==> src/rtl/tsu_pkg.sv <==
package tsu_pkg;
  localparam int CLASS_W = 2;

  typedef enum logic [CLASS_W-1:0] {
    ClsAlu       = 2'd0,
    ClsBranch    = 2'd1,
    ClsLoad      = 2'd2,
    ClsLongArith = 2'd3
  } inst_class_e;

  // strobes from control to the recency datapath
  typedef struct packed {
    logic promote;   // a grant was issued this cycle
    logic setBlock;  // the granted instruction is long-latency
  } tsu_strobe_t;
endpackage

==> src/rtl/tsu_lru_dp.sv <==
module tsu_lru_dp #(
  parameter int NumThreads = 4,
  localparam int IdxW = (NumThreads > 1) ? $clog2(NumThreads) : 1
) (
  input  logic                  clk,
  input  logic                  rstN,
  input  logic [NumThreads-1:0] eligible,
  input  tsu_pkg::tsu_strobe_t  strobes,
  input  logic [IdxW-1:0]       promoteIdx,
  output logic                  winnerValid,
  output logic [IdxW-1:0]       winnerIdx
);
  // order[0] is least recent, order[NumThreads-1] most recent
  logic [NumThreads-1:0][IdxW-1:0] order;
  logic [NumThreads-1:0][IdxW-1:0] orderNext;
  logic [NumThreads-1:0]           presentMask;
  int                              promotePos;

  // pick the first eligible thread in recency order
  always_comb begin
    winnerValid = 1'b0;
    winnerIdx   = '0;
    for (int k = NumThreads - 1; k >= 0; k--) begin
      if (eligible[order[k]]) begin
        winnerValid = 1'b1;
        winnerIdx   = order[k];
      end
    end
  end

  // remove the promoted thread and append it at the most recent end
  always_comb begin
    promotePos = 0;
    for (int k = 0; k < NumThreads; k++) begin
      if (order[k] == promoteIdx) promotePos = k;
    end
    for (int k = 0; k < NumThreads; k++) begin
      if (k < promotePos) orderNext[k] = order[k];
      else if (k < NumThreads - 1) orderNext[k] = order[k+1];
      else orderNext[k] = promoteIdx;
    end
  end

  generate
    for (genvar s = 0; s < NumThreads; s++) begin : g_slot
      always_ff @(posedge clk or negedge rstN) begin
        if (!rstN) order[s] <= IdxW'(s);
        else if (strobes.promote) order[s] <= orderNext[s];
      end
    end
  endgenerate

  always_comb begin
    presentMask = '0;
    for (int k = 0; k < NumThreads; k++) presentMask[order[k]] = 1'b1;
  end

  AST_ORDER_PERM: assert property (@(posedge clk) disable iff (!rstN)
    $countones(presentMask) == NumThreads);
  AST_MRU_UPDATE: assert property (@(posedge clk) disable iff (!rstN)
    strobes.promote |=> order[NumThreads-1] == $past(promoteIdx));
  AST_IDLE_HOLDS: assert property (@(posedge clk) disable iff (!rstN)
    !strobes.promote |=> $stable(order));
endmodule

==> src/rtl/tsu_ctrl.sv <==
module tsu_ctrl #(
  parameter int NumThreads = 4,
  parameter logic [3:0] LongClassMask = 4'b1100,
  localparam int IdxW = (NumThreads > 1) ? $clog2(NumThreads) : 1,
  localparam int ClsW = tsu_pkg::CLASS_W
) (
  input  logic                       clk,
  input  logic                       rstN,
  input  logic [NumThreads-1:0]      instValid,
  input  logic [NumThreads*ClsW-1:0] instClass,
  input  logic [NumThreads-1:0]      longPending,
  input  logic                       doneValid,
  input  logic [IdxW-1:0]            doneThread,
  input  logic                       winnerValid,
  input  logic [IdxW-1:0]            winnerIdx,
  output logic [NumThreads-1:0]      eligible,
  output tsu_pkg::tsu_strobe_t       strobes
);
  logic [NumThreads-1:0] blocked;
  logic [ClsW-1:0]       winnerClass;

  assign winnerClass      = instClass[int'(winnerIdx)*ClsW +: ClsW];
  assign strobes.promote  = winnerValid;
  assign strobes.setBlock = winnerValid & LongClassMask[winnerClass];

  generate
    for (genvar t = 0; t < NumThreads; t++) begin : g_thread
      always_ff @(posedge clk or negedge rstN) begin
        if (!rstN) blocked[t] <= 1'b0;
        else if (strobes.setBlock && winnerIdx == IdxW'(t)) blocked[t] <= 1'b1;
        else if (doneValid && doneThread == IdxW'(t)) blocked[t] <= 1'b0;
      end
      assign eligible[t] = instValid[t] & ~longPending[t] & ~blocked[t];
    end
  endgenerate

  AST_GRANT_ELIGIBLE: assert property (@(posedge clk) disable iff (!rstN)
    winnerValid |-> (instValid[winnerIdx] && !longPending[winnerIdx] && !blocked[winnerIdx]));
  AST_LONG_BLOCKS: assert property (@(posedge clk) disable iff (!rstN)
    strobes.setBlock |=> !eligible[$past(winnerIdx)]);
  AST_DONE_CLEARS: assert property (@(posedge clk) disable iff (!rstN)
    (doneValid && !(strobes.setBlock && winnerIdx == doneThread)) |=> !blocked[$past(doneThread)]);
endmodule

==> src/rtl/thread_select_unit.sv <==
module thread_select_unit #(
  parameter int NumThreads = 4,
  parameter logic [3:0] LongClassMask = 4'b1100,
  localparam int IdxW = (NumThreads > 1) ? $clog2(NumThreads) : 1,
  localparam int ClsW = tsu_pkg::CLASS_W
) (
  input  logic                       clk,
  input  logic                       rstN,
  input  logic [NumThreads-1:0]      instValid,
  input  logic [NumThreads*ClsW-1:0] instClass,
  input  logic [NumThreads-1:0]      longPending,
  input  logic                       doneValid,
  input  logic [IdxW-1:0]            doneThread,
  output logic [NumThreads-1:0]      grant,
  output logic [IdxW-1:0]            fetchIdx,
  output logic                       idle
);
  logic [NumThreads-1:0] eligible;
  tsu_pkg::tsu_strobe_t  strobes;
  logic                  winnerValid;
  logic [IdxW-1:0]       winnerIdx;

  tsu_ctrl #(.NumThreads(NumThreads), .LongClassMask(LongClassMask)) u_ctrl (
    .clk(clk), .rstN(rstN), .instValid(instValid), .instClass(instClass),
    .longPending(longPending), .doneValid(doneValid), .doneThread(doneThread),
    .winnerValid(winnerValid), .winnerIdx(winnerIdx),
    .eligible(eligible), .strobes(strobes)
  );

  tsu_lru_dp #(.NumThreads(NumThreads)) u_lru (
    .clk(clk), .rstN(rstN), .eligible(eligible), .strobes(strobes),
    .promoteIdx(winnerIdx), .winnerValid(winnerValid), .winnerIdx(winnerIdx)
  );

  always_comb begin
    grant = '0;
    if (winnerValid) grant[winnerIdx] = 1'b1;
  end
  assign fetchIdx = winnerValid ? winnerIdx : '0;
  assign idle     = ~winnerValid;

  AST_GRANT_ONEHOT: assert property (@(posedge clk) disable iff (!rstN)
    $onehot0(grant));
  AST_PENDING_EXCLUDED: assert property (@(posedge clk) disable iff (!rstN)
    (grant & longPending) == '0);
endmodule

==> config.mk <==
export PLATFORM = sky130hd
export DESIGN_NAME = thread_select_unit
export DESIGN_NICKNAME = d
export VERILOG_FILES = /design/src/rtl/tsu_pkg.sv /design/src/rtl/tsu_lru_dp.sv /design/src/rtl/tsu_ctrl.sv /design/src/rtl/thread_select_unit.sv
export SDC_FILE = /design/constraint.sdc
export NUM_CORES = 1
export LEC_CHECK = 0
export ABC_CLOCK_PERIOD_IN_PS = 2600
export BUFFER_PORTS_ARGS = -buffer_cell sky130_fd_sc_hd__buf_2
export CORE_MARGIN = 3
export CORE_UTILIZATION = 47
export CTS_CLUSTER_SIZE = 16
export DETAILED_ROUTE_END_ITERATION = 8
export GPL_TIMING_DRIVEN = 0
export PLACE_DENSITY = 0.85
export SLEW_MARGIN = 20
export SYNTH_ARGS = -nofsm -noshare
export SYNTH_HDL_FRONTEND = slang
export SYNTH_HIERARCHICAL = 1
export SYNTH_SLANG_ARGS = --single-unit
==> constraint.sdc <==
create_clock -name clk -period 2.6 [get_ports clk]
set_input_delay 0 -clock clk [delete_from_list [all_inputs] [get_ports clk]]
set_output_delay 0 -clock clk [all_outputs]
set_load 0.02 [all_outputs]
Yosys cells after proc, flatten, opt, wreduce, memory -nomap -nowiden
Cells that the tools add are included.

operators by class
  add/sub/neg operators = 0
  $mul = 0
  div/mod/pow operators = 0
  order comparisons = 11
  equal/unequal tests = 9
  shift-type cells = 1
  mux-type cells = 33
  bitwise logic cells = 22
  reductions and logical operators = 19

operators with widths
  cell                                                                count
  two-way mux 1 bit                                                   19
  less-than comparator 2 x 3 -> 1 bit (second input constant)         6
  two-way mux 2 bit                                                   7
  NOT 1 bit                                                           13
  binary-select mux 1 bit (select 2 bit)                              5
  AND 1 bit                                                           9
  logical AND 1 bit                                                   9
  equality test 2 bit (second input constant)                         4
  AND reduction 2 bit                                                 4
  nonzero test 2 bit                                                  4
  variable part select 8 x 4 -> 2 bit                                 1
  equality test 2 bit                                                 3
  equality test 2 x 1 -> 1 bit (second input constant)                2
  logical NOT 2 bit                                                   2
  less-than comparator 1 x 2 -> 1 bit (first input constant)          2
  less-than comparator 2 bit (first input constant)                   2
  two-way mux 4 bit                                                   1
  demux 1 bit (select 2 bit)                                          1
  greater-or-equal comparator 2 x 1 -> 1 bit (second input constant)  1

storage, ports and cells
  register bits = 12
  latch bits = 0
  bits in writable memories = 0
  ROM bits = 0
  bits of input ports = 21
  output and inout bits = 7
  word-level logic and storage cells = 103
  memories kept = 0

Logic depth before layout (Yosys ltp)
Gate-level depths: netlist of run 1.

  depth after elaboration = 16
  gate-level depth with buffers = 10
  gate-level depth less buffers = 9

Hierarchy
The synthesis of run 1 kept the hierarchy.

modules (own cells, without submodules)
  module              times used  cells an instance  area each (µm²)  seq. area each (µm²)
  tsu_lru_dp          1           81                 750.7            205.2
  tsu_ctrl            1           24                 259.0            100.1
  thread_select_unit  1           7                  56.3             0.0

Least setup slack after synthesis of run 1
OpenSTA, ideal clock, no wires.

  path kind = register to register
  start = register u_ctrl.blocked[1]
  end = register u_lru/order[3] in the netlist's numbering
  library setup time = 125 ps
  data arrival time = 2731 ps
  data required time = 2475 ps
  setup slack = -256 ps
  stages on the path, launching flop included = 10
  buffers on the path = 1
  period minus slack after synthesis = 2856 ps
  cell sequence = dfrtp_1 -> nor3b_1 -> mux2i_1 -> mux2i_1 -> a221oi_1 -> a21oi_1 -> clkbuf_1 -> xor2_1 -> o221ai_2 -> mux2_2

on the way
  cells in the longest elaborated chain, start to end = 15
  elaborated cells between the ends (all ways) = 27
  classes of those cells = order compare (1); eq/ne (3); mux (19); bitwise (3); reduce/logical (1)

RTL lines
  element                                  RTL line                  RTL
  start: declaration                       tsu_ctrl.sv:19            logic [NumThreads-1:0] blocked;
  start signal: indexed assignment         tsu_ctrl.sv:29            if (!rstN) blocked[t] <= 1'b0;
  start signal: indexed assignment         tsu_ctrl.sv:30            else if (strobes.setBlock && winnerIdx == IdxW'(t)) blocked[t] <= 1'b1;
  start signal: indexed assignment         tsu_ctrl.sv:31            else if (doneValid && doneThread == IdxW'(t)) blocked[t] <= 1'b0;
  NOT 1 bit *                              tsu_ctrl.sv:33            assign eligible[t] = instValid[t] & ~longPending[t] & ~blocked[t];
  AND 1 bit *                              tsu_ctrl.sv:33
  net eligible[1]                          thread_select_unit.sv:18  logic [NumThreads-1:0] eligible;
  binary-select mux 1 bit (select 2 bit)   tsu_lru_dp.sv:24          if (eligible[order[k]]) begin
  two-way mux 1 bit (implied by the code)  tsu_lru_dp.sv:24
  two-way mux 2 bit (3 in a row)           tsu_lru_dp.sv:24
  two-way mux 2 bit *                      tsu_lru_dp.sv:24
  net winnerIdx[0]                         thread_select_unit.sv:21  logic [IdxW-1:0] winnerIdx;
  equality test 2 bit                      tsu_lru_dp.sv:35          if (order[k] == promoteIdx) promotePos = k;
  two-way mux 1 bit                        tsu_lru_dp.sv:35
  two-way mux 2 bit                        tsu_lru_dp.sv:35
  two-way mux 2 bit *                      tsu_lru_dp.sv:35
  less-than comparator 1 x 2 -> 1 bit *    tsu_lru_dp.sv:38          if (k < promotePos) orderNext[k] = order[k];
  NOT 1 bit (no source line) *             --
  AND reduction 2 bit (no source line) *   --
  end signal: indexed assignment           tsu_lru_dp.sv:47          if (!rstN) order[s] <= IdxW'(s);
  end signal: indexed assignment           tsu_lru_dp.sv:48          else if (strobes.promote) order[s] <= orderNext[s];
  end: declaration                         tsu_lru_dp.sv:14          logic [NumThreads-1:0][IdxW-1:0] order;

The timed path passes the listed nets; every way through them passes the cells marked *. The select of a mux whose other input is x is not followed.
A chain may end at the register's enable or synchronous reset.

Worst setup path after layout of run 1
  start = register u_ctrl.blocked[3]
  end = register u_lru/order[3] in the netlist's numbering

Same word-level chain as after synthesis.

==> results.md, run 1 <==
* Status: complete, no violations
* TritonCTS Sinks at 12
* Drt first pass iters at 4
* FILL cells at 165
* Most common cell after layout, fill and taps aside: buf_2
* Die Wd at 53.0 um
* Starting Density at 0.513
* Reg2Reg Setup Slack at 0.01 ns
* Mean Syn Cell Area at 9.43 um^2
* Worst Path Arrival at 2.76 ns
* Crit. End Element: flop
* Startpoint Class: flop
* Area delta synth->final at 35.3%
* Largest net degree at the start of global routing at 13
* Crit path max fanout at 8
* Number of I/O pins at 28
* Peak Freq at 0.386 GHz
* Worst Hold Margin at 0.0423 ns
* Synth warn at 6
* Final GP Congestion at 0.891
* Tot GR Track Use at 0.212
* Tightest Pin Transition at 0.390 ns
* Leading cell types in the layout, fill and taps excluded: buf_2 (23), buf_4 (12), nand2_1 (9), dfrtp_1 (8)
* Row count at 16
* Number of buffers added on ports at 23
* Final Critical Period at 2.59 ns
* Detailed-route via count at 991
* Non-Filler Instances at 176
* ANT cells at 0
* Crit. Startpoint: u_ctrl/blocked[3]$_DFFE_PN0P_
* H-tree depth at 1
* Placeable Area at 2020 um^2
* Final worst-path cycle share at 0.996
* Finish-stage setup viols at 0
* Inst Count DP at 160
* Slew headroom at 0.740
* PD cells at 1320 nW/um^2
* Storage element area at 305 um^2
* Global route overflow at 0
* Reg2Reg Depth at 9
* Worst setup path class: reg -> reg
* Worst Skew at 0.0123 ns
* Vias in the first global route at 964
* Final net count at 171
* Syn nets at 131
* Initial antenna violation count at 0
* Pre-CTS WS at -0.564 ns
* Detailed-route DRC error count at 0
* Synthesized cell area at 1040 um^2
* Final Hold Fails at 0
* FF-to-FF End: u_lru/order[3]$_DFFE_PN0P_
* Min-delay worst type: in -> reg
* Worst Setup EP: u_lru/order[3]$_DFFE_PN0P_
* CTS tree: yes
* Setup TNS at 0 ns
* Leak at 0.662 nW
* Count of pins over their slew limit at 0
* Clock root cell: clkbuf_4
* First-pass GRT wire length at 4420 um
* Multi-input gate area at 689 um^2
* Die height at 53.0 um
* Detail Route Antenna Nets at 0
* Core Util, Final at 0.694
* Insertion delay of the later-clocked pin in the worst-skew pair at 0.29 ns
* DR iter-0 viols at 13
* DR WL/cell at 15.5 um
* Layout cell share with drive strength beyond 1 at 0.477
* Clock Pin Slew Worst Setup and Hold Paths at 0.09 ns
* Mapped Cells at 110
* Vias per inst at 5.63
* CTS buffer count at 3
* Worst endpoint required time at 2.77 ns
* VDD IR-drop max at 0.784 mV
* WL final at 2730 um
* Dpl hpwl at 1770 um
* Die area at 2810 um^2
* Setup ws final at 0.0114 ns
* Max-capacitance violation count at 0
* R2R Path Start: u_ctrl/blocked[3]$_DFFE_PN0P_
* Clock Path Buffers at 2
where the power goes:
part	total [mW]	leakage (nW)	switching, mW	internal (mW)
sequential	0.361	0.137	0.0723	0.288
clock	0.159	0.0210	0.0735	0.0853
combinational	1.33	0.504	0.679	0.654
what timing repair did:
item,CTS,global route
buffers inserted,5,5
pin swaps,4,5
resized for setup,8,8
hold buffers,5,0
hold endpoints to repair,16,0
endpoints found under the setup margin,6,5
registers in the layout, indices dropped and copies added (netlist names):
name            flops
u_ctrl/blocked      4
u_lru/order         8
worst max-delay path, stage by stage (launching register included):
cell	delay [ns]
dfrtp_1	0.41
nor3b_4	0.38
mux2i_1	0.13
mux2i_1	0.24
a221oi_1	0.09
a21oi_2	0.20
buf_6	0.16
xor2_1	0.11
o221ai_2	0.38
mux2_2	0.38
area by class of cell:
| class | instances | area share |
|---|---|---|
| multi-input cells | 81 | 0.491 |
| plain buffers | 7 | 0.0517 |
| repair buffers | 38 | 0.171 |
| well taps | 27 | 0.0241 |
| flip-flops and latches | 12 | 0.217 |
| clock buffers | 4 | 0.0258 |
| inverters | 7 | 0.0187 |
through the flow:
step	total power, mW	cell area (um^2)
after CTS	1.73	1360
after detailed placement	1.47	1210
final	1.85	1400
after floorplan	1.23	1060
after global placement	1.42	1210
after global routing	1.99	1400
worst min-delay path by stage:
| stage | start | endpoint | slack, ns | depth (start not counted) |
|---|---|---|---|---|
| 2_1_floorplan | rstN | u_ctrl/blocked[0]$_DFFE_PN0P_ | -0.30 | 0 |
| 3_3_place_gp | rstN | u_lru/order[0]$_DFFE_PN0P_ | -0.11 | 1 |
| 3_5_place_dp | rstN | u_lru/order[0]$_DFFE_PN0P_ | -0.10 | 1 |
| 4_1_cts | doneThread[0] | u_ctrl/blocked[1]$_DFFE_PN0P_ | 0.03 | 3 |
| 5_1_grt | doneThread[0] | u_ctrl/blocked[1]$_DFFE_PN0P_ | 0.06 | 3 |
| 6_report | doneThread[0] | u_ctrl/blocked[1]$_DFFE_PN0P_ | 0.04 | 3 |
routing by layer:
layer / wire length [um] / part of all wire / up-vias / GRT usage
li1: - / - / 479 / -
met1: 1160 / 0.43 / 491 / 0.266
met3: 68 / 0.025 / 2 / 0.0197
met4: 29 / 0.011 / 0 / 0.0681
met2: 1470 / 0.54 / 19 / 0.378
met5: 0 / 0 / - / 0
Note: power is estimated with default switching activity, not from simulation.
==> inputs of run 2 (changes only) <==
CORE_MARGIN = not set   (was 3)
PLACE_DENSITY = 0.75   (was 0.85)
==> run 2 against run 1 <==
Hold slack improved by 0.033 ns. Setup slack improved by 0.10 ns. Combinational power decreased by 8%. Sequential share of layout area rose by 0.39 points. Sequential power is 3% higher. Via count shrank 3.3%. Clock power shrank 9%. Clock-buffer cell count unchanged. Fmax is 4.2% higher. Critical path depth fell by 1. First-iteration DRC count increased to 2.5 times the previous value. Register-to-register slack gained 0.10 ns. Critical endpoint unchanged. Largest cell class unchanged.
==> results.md, run 2 (synthesis results as in run 1) <==
* Tightest Pin Transition at 0.360 ns (was 0.390 ns)
* Biggest regs: u_lru/order: 8 flops, u_ctrl/blocked: 4 flops (unchanged)
* Most flops, register: u_lru/order (unchanged)
* Final worst-path cycle share at 0.955 (was 0.996)
* PD cells at 1270 nW/um^2 (was 1320 nW/um^2)
* Crit path max fanout at 7 (was 8)
* Final net count at 167 (was 171)
* Final GP Congestion at 0.810 (was 0.891)
* WL final at 2440 um (was 2730 um)
* Setup ws final at 0.116 ns (was 0.0114 ns)
* Vias in the first global route at 848 (was 964)
* Drt first pass iters at 4 (unchanged)
* Final Hold Fails at 0 (unchanged)
* Row count at 16 (unchanged)
* CP peak stage delay at 0.42 ns (was 0.41 ns)
* Worst endpoint required time at 2.75 ns (was 2.77 ns)
* Vias per inst at 5.57 (was 5.63)
* Crit-path cells: nor3b_4, mux2i_2, o32ai_1, a21oi_2, buf_6, xor2_1, o221ai_2, mux2_2 (was nor3b_4, mux2i_1, mux2i_1, a221oi_1, a21oi_2, buf_6, xor2_1, o221ai_2, mux2_2)
* Pre-CTS WS at -0.450 ns (was -0.564 ns)
* Final Critical Period at 2.48 ns (was 2.59 ns)
* Leading cell types in the layout, fill and taps excluded: buf_2 (24), nand2_1 (9), buf_4 (8), dfrtp_1 (8), inv_1 (7) (was buf_2 (23), buf_4 (12), nand2_1 (9), dfrtp_1 (8))
* Worst setup path class: reg -> reg (unchanged)
* Die area at 2400 um^2 (was 2810 um^2)
* Worst Hold Margin at 0.0754 ns (was 0.0423 ns)
* Global route overflow at 0 (unchanged)
* Detailed-route DRC error count at 0 (unchanged)
* Min-delay worst type: in -> reg (unchanged)
* VDD IR-drop max at 0.933 mV (was 0.784 mV)
* H-tree depth at 1 (unchanged)
* Status: complete, no violations (unchanged)
* ANT cells at 0 (unchanged)
* Critical path buffer and inverter count at 1 (unchanged)
* Area delta synth->final at 32.9% (was 35.3%)
* Peak Freq at 0.403 GHz (was 0.386 GHz)
* DR iter-0 viols at 33 (was 13)
* CTS tree: yes (unchanged)
* Crit. End Element: flop (unchanged)
* Largest net degree at the start of global routing at 16 (was 13)
* First-pass GRT wire length at 3890 um (was 4420 um)
* Dpl hpwl at 1680 um (was 1770 um)
* Insertion delay of the later-clocked pin in the worst-skew pair at 0.27 ns (was 0.29 ns)
* Max FFs per register at 8 (unchanged)
* Detailed-route via count at 958 (was 991)
* Most common cell after layout, fill and taps aside: buf_2 (unchanged)
* Crit-path leading delay family: compound AO/OA/AOI/OAI gates (was multiplexers)
* Clock Pin Slew Worst Setup and Hold Paths at 0.08 ns (was 0.09 ns)
* DR WL/cell at 14.2 um (was 15.5 um)
* Finish-stage setup viols at 0 (unchanged)
* Layout cell share with drive strength beyond 1 at 0.462 (was 0.477)
* Count of pins over their slew limit at 0 (unchanged)
* Number of I/O pins at 28 (unchanged)
* Tot GR Track Use at 0.214 (was 0.212)
* Number of buffers added on ports at 23 (unchanged)
* Placeable Area at 2020 um^2 (unchanged)
* Starting Density at 0.513 (unchanged)
* Initial antenna violation count at 0 (unchanged)
* Detail Route Antenna Nets at 0 (unchanged)
* Startpoint Class: flop (unchanged)
* Die Wd at 49.0 um (was 53.0 um)
* Worst Skew at 0.00538 ns (was 0.0123 ns)
* Leak at 0.644 nW (was 0.662 nW)
* Slew headroom at 0.760 (was 0.740)
* Dpl cell area at 1210 um^2 (unchanged)
* Worst Path Arrival at 2.63 ns (was 2.76 ns)
* Cell area after layout at 1380 um^2 (was 1400 um^2)
* Die height at 49.0 um (was 53.0 um)
* TritonCTS Sinks at 12 (unchanged)
* Max-capacitance violation count at 0 (unchanged)
* Clock root cell: clkbuf_4 (unchanged)
* Slowest-stage cell, CP: dfrtp_1 (unchanged)
* CTS buffer count at 3 (unchanged)
* Clock Path Buffers at 2 (unchanged)
==> run 2: cell types whose count changed in the layout (fill, tap and decap cells not counted) <==
cell,change
a22o_2,-1
a22o_4,+1
buf_2,+1
buf_4,-4
clkbuf_4,-1
mux2_1,+1
mux2_4,-1
mux2i_1,-1
mux2i_2,+1
==> run 2: cell type report <==
| class | count | area, um^2 |
|---|---|---|
| well taps | 27 | 33.8 |
| clock buffers | 4 | 36.3 |
| inverters | 7 | 26.3 |
| multi-input cells | 81 | 697 |
| plain buffers | 7 | 70.1 |
| fillers | 164 | 643 |
| flip-flops and latches | 12 | 305 |
| repair buffers | 34 | 210 |
==> run 2: path summary, 6_finish.rpt <==
path                                                  to  depth (start not counted)                     startpoint  slack, ns
max                           u_lru/order[3]$_DFFE_PN0P_                          8  u_ctrl/blocked[0]$_DFFE_PN0P_       0.12
min                        u_ctrl/blocked[2]$_DFFE_PN0P_                          3                      doneValid       0.08
min in group asynchronous  u_ctrl/blocked[3]$_DFFE_PN0P_                          2                           rstN       0.13
max in group asynchronous     u_lru/order[5]$_DFFE_PN1P_                          2                           rstN       2.19
min reg2reg                u_ctrl/blocked[1]$_DFFE_PN0P_                          1  u_ctrl/blocked[1]$_DFFE_PN0P_       0.56
max reg2reg                   u_lru/order[3]$_DFFE_PN0P_                          8  u_ctrl/blocked[0]$_DFFE_PN0P_       0.12
==> run 2: power breakdown <==
part	total, mW	switching [mW]	internal (mW)
sequential	0.371	0.0816	0.289
combinational	1.23	0.619	0.611
clock	0.145	0.0604	0.0850
total	1.75	0.761	0.985
==> run 2: routing by layer <==
| metal | global-route usage | routed length [um] | vias up |
|---|---|---|---|
| met2 | 0.375 | 1220 | 33 |
| met5 | 0 | 0 | - |
| met3 | 0.0280 | 127 | 2 |
| met1 | 0.274 | 1080 | 448 |
| met4 | 0.0588 | 6 | 0 |
| li1 | - | - | 475 |
==> run 2: per-stage QoR <==
step | TNS [ns] | std cells | utilization | total power [mW]
2_1_floorplan | 0 | 110 | - | 1.23
3_3_place_gp | -1.97 | 160 | 0.597 | 1.42
3_5_place_dp | -1.99 | 160 | 0.597 | 1.45
4_1_cts | 0 | 170 | 0.663 | 1.69
5_1_grt | -0.0415 | 172 | 0.682 | 1.87
6_report | 0 | 172 | 0.682 | 1.75
==> run 2: worst min-delay path: cells and delay by family <==
family	cells	cell delay, ns
compound gates	1	0.11
buf+inv	1	0.12
simple gates	1	0.08
==> run 2: timing repair <==
item | CTS | global route
pin swaps | 2 | 5
setup buffers | 2 | 4
hold buffers | 5 | 0
resized for setup | 8 | 6
hold endpoints to repair | 16 | 0
endpoints found under the setup margin | 6 | 5
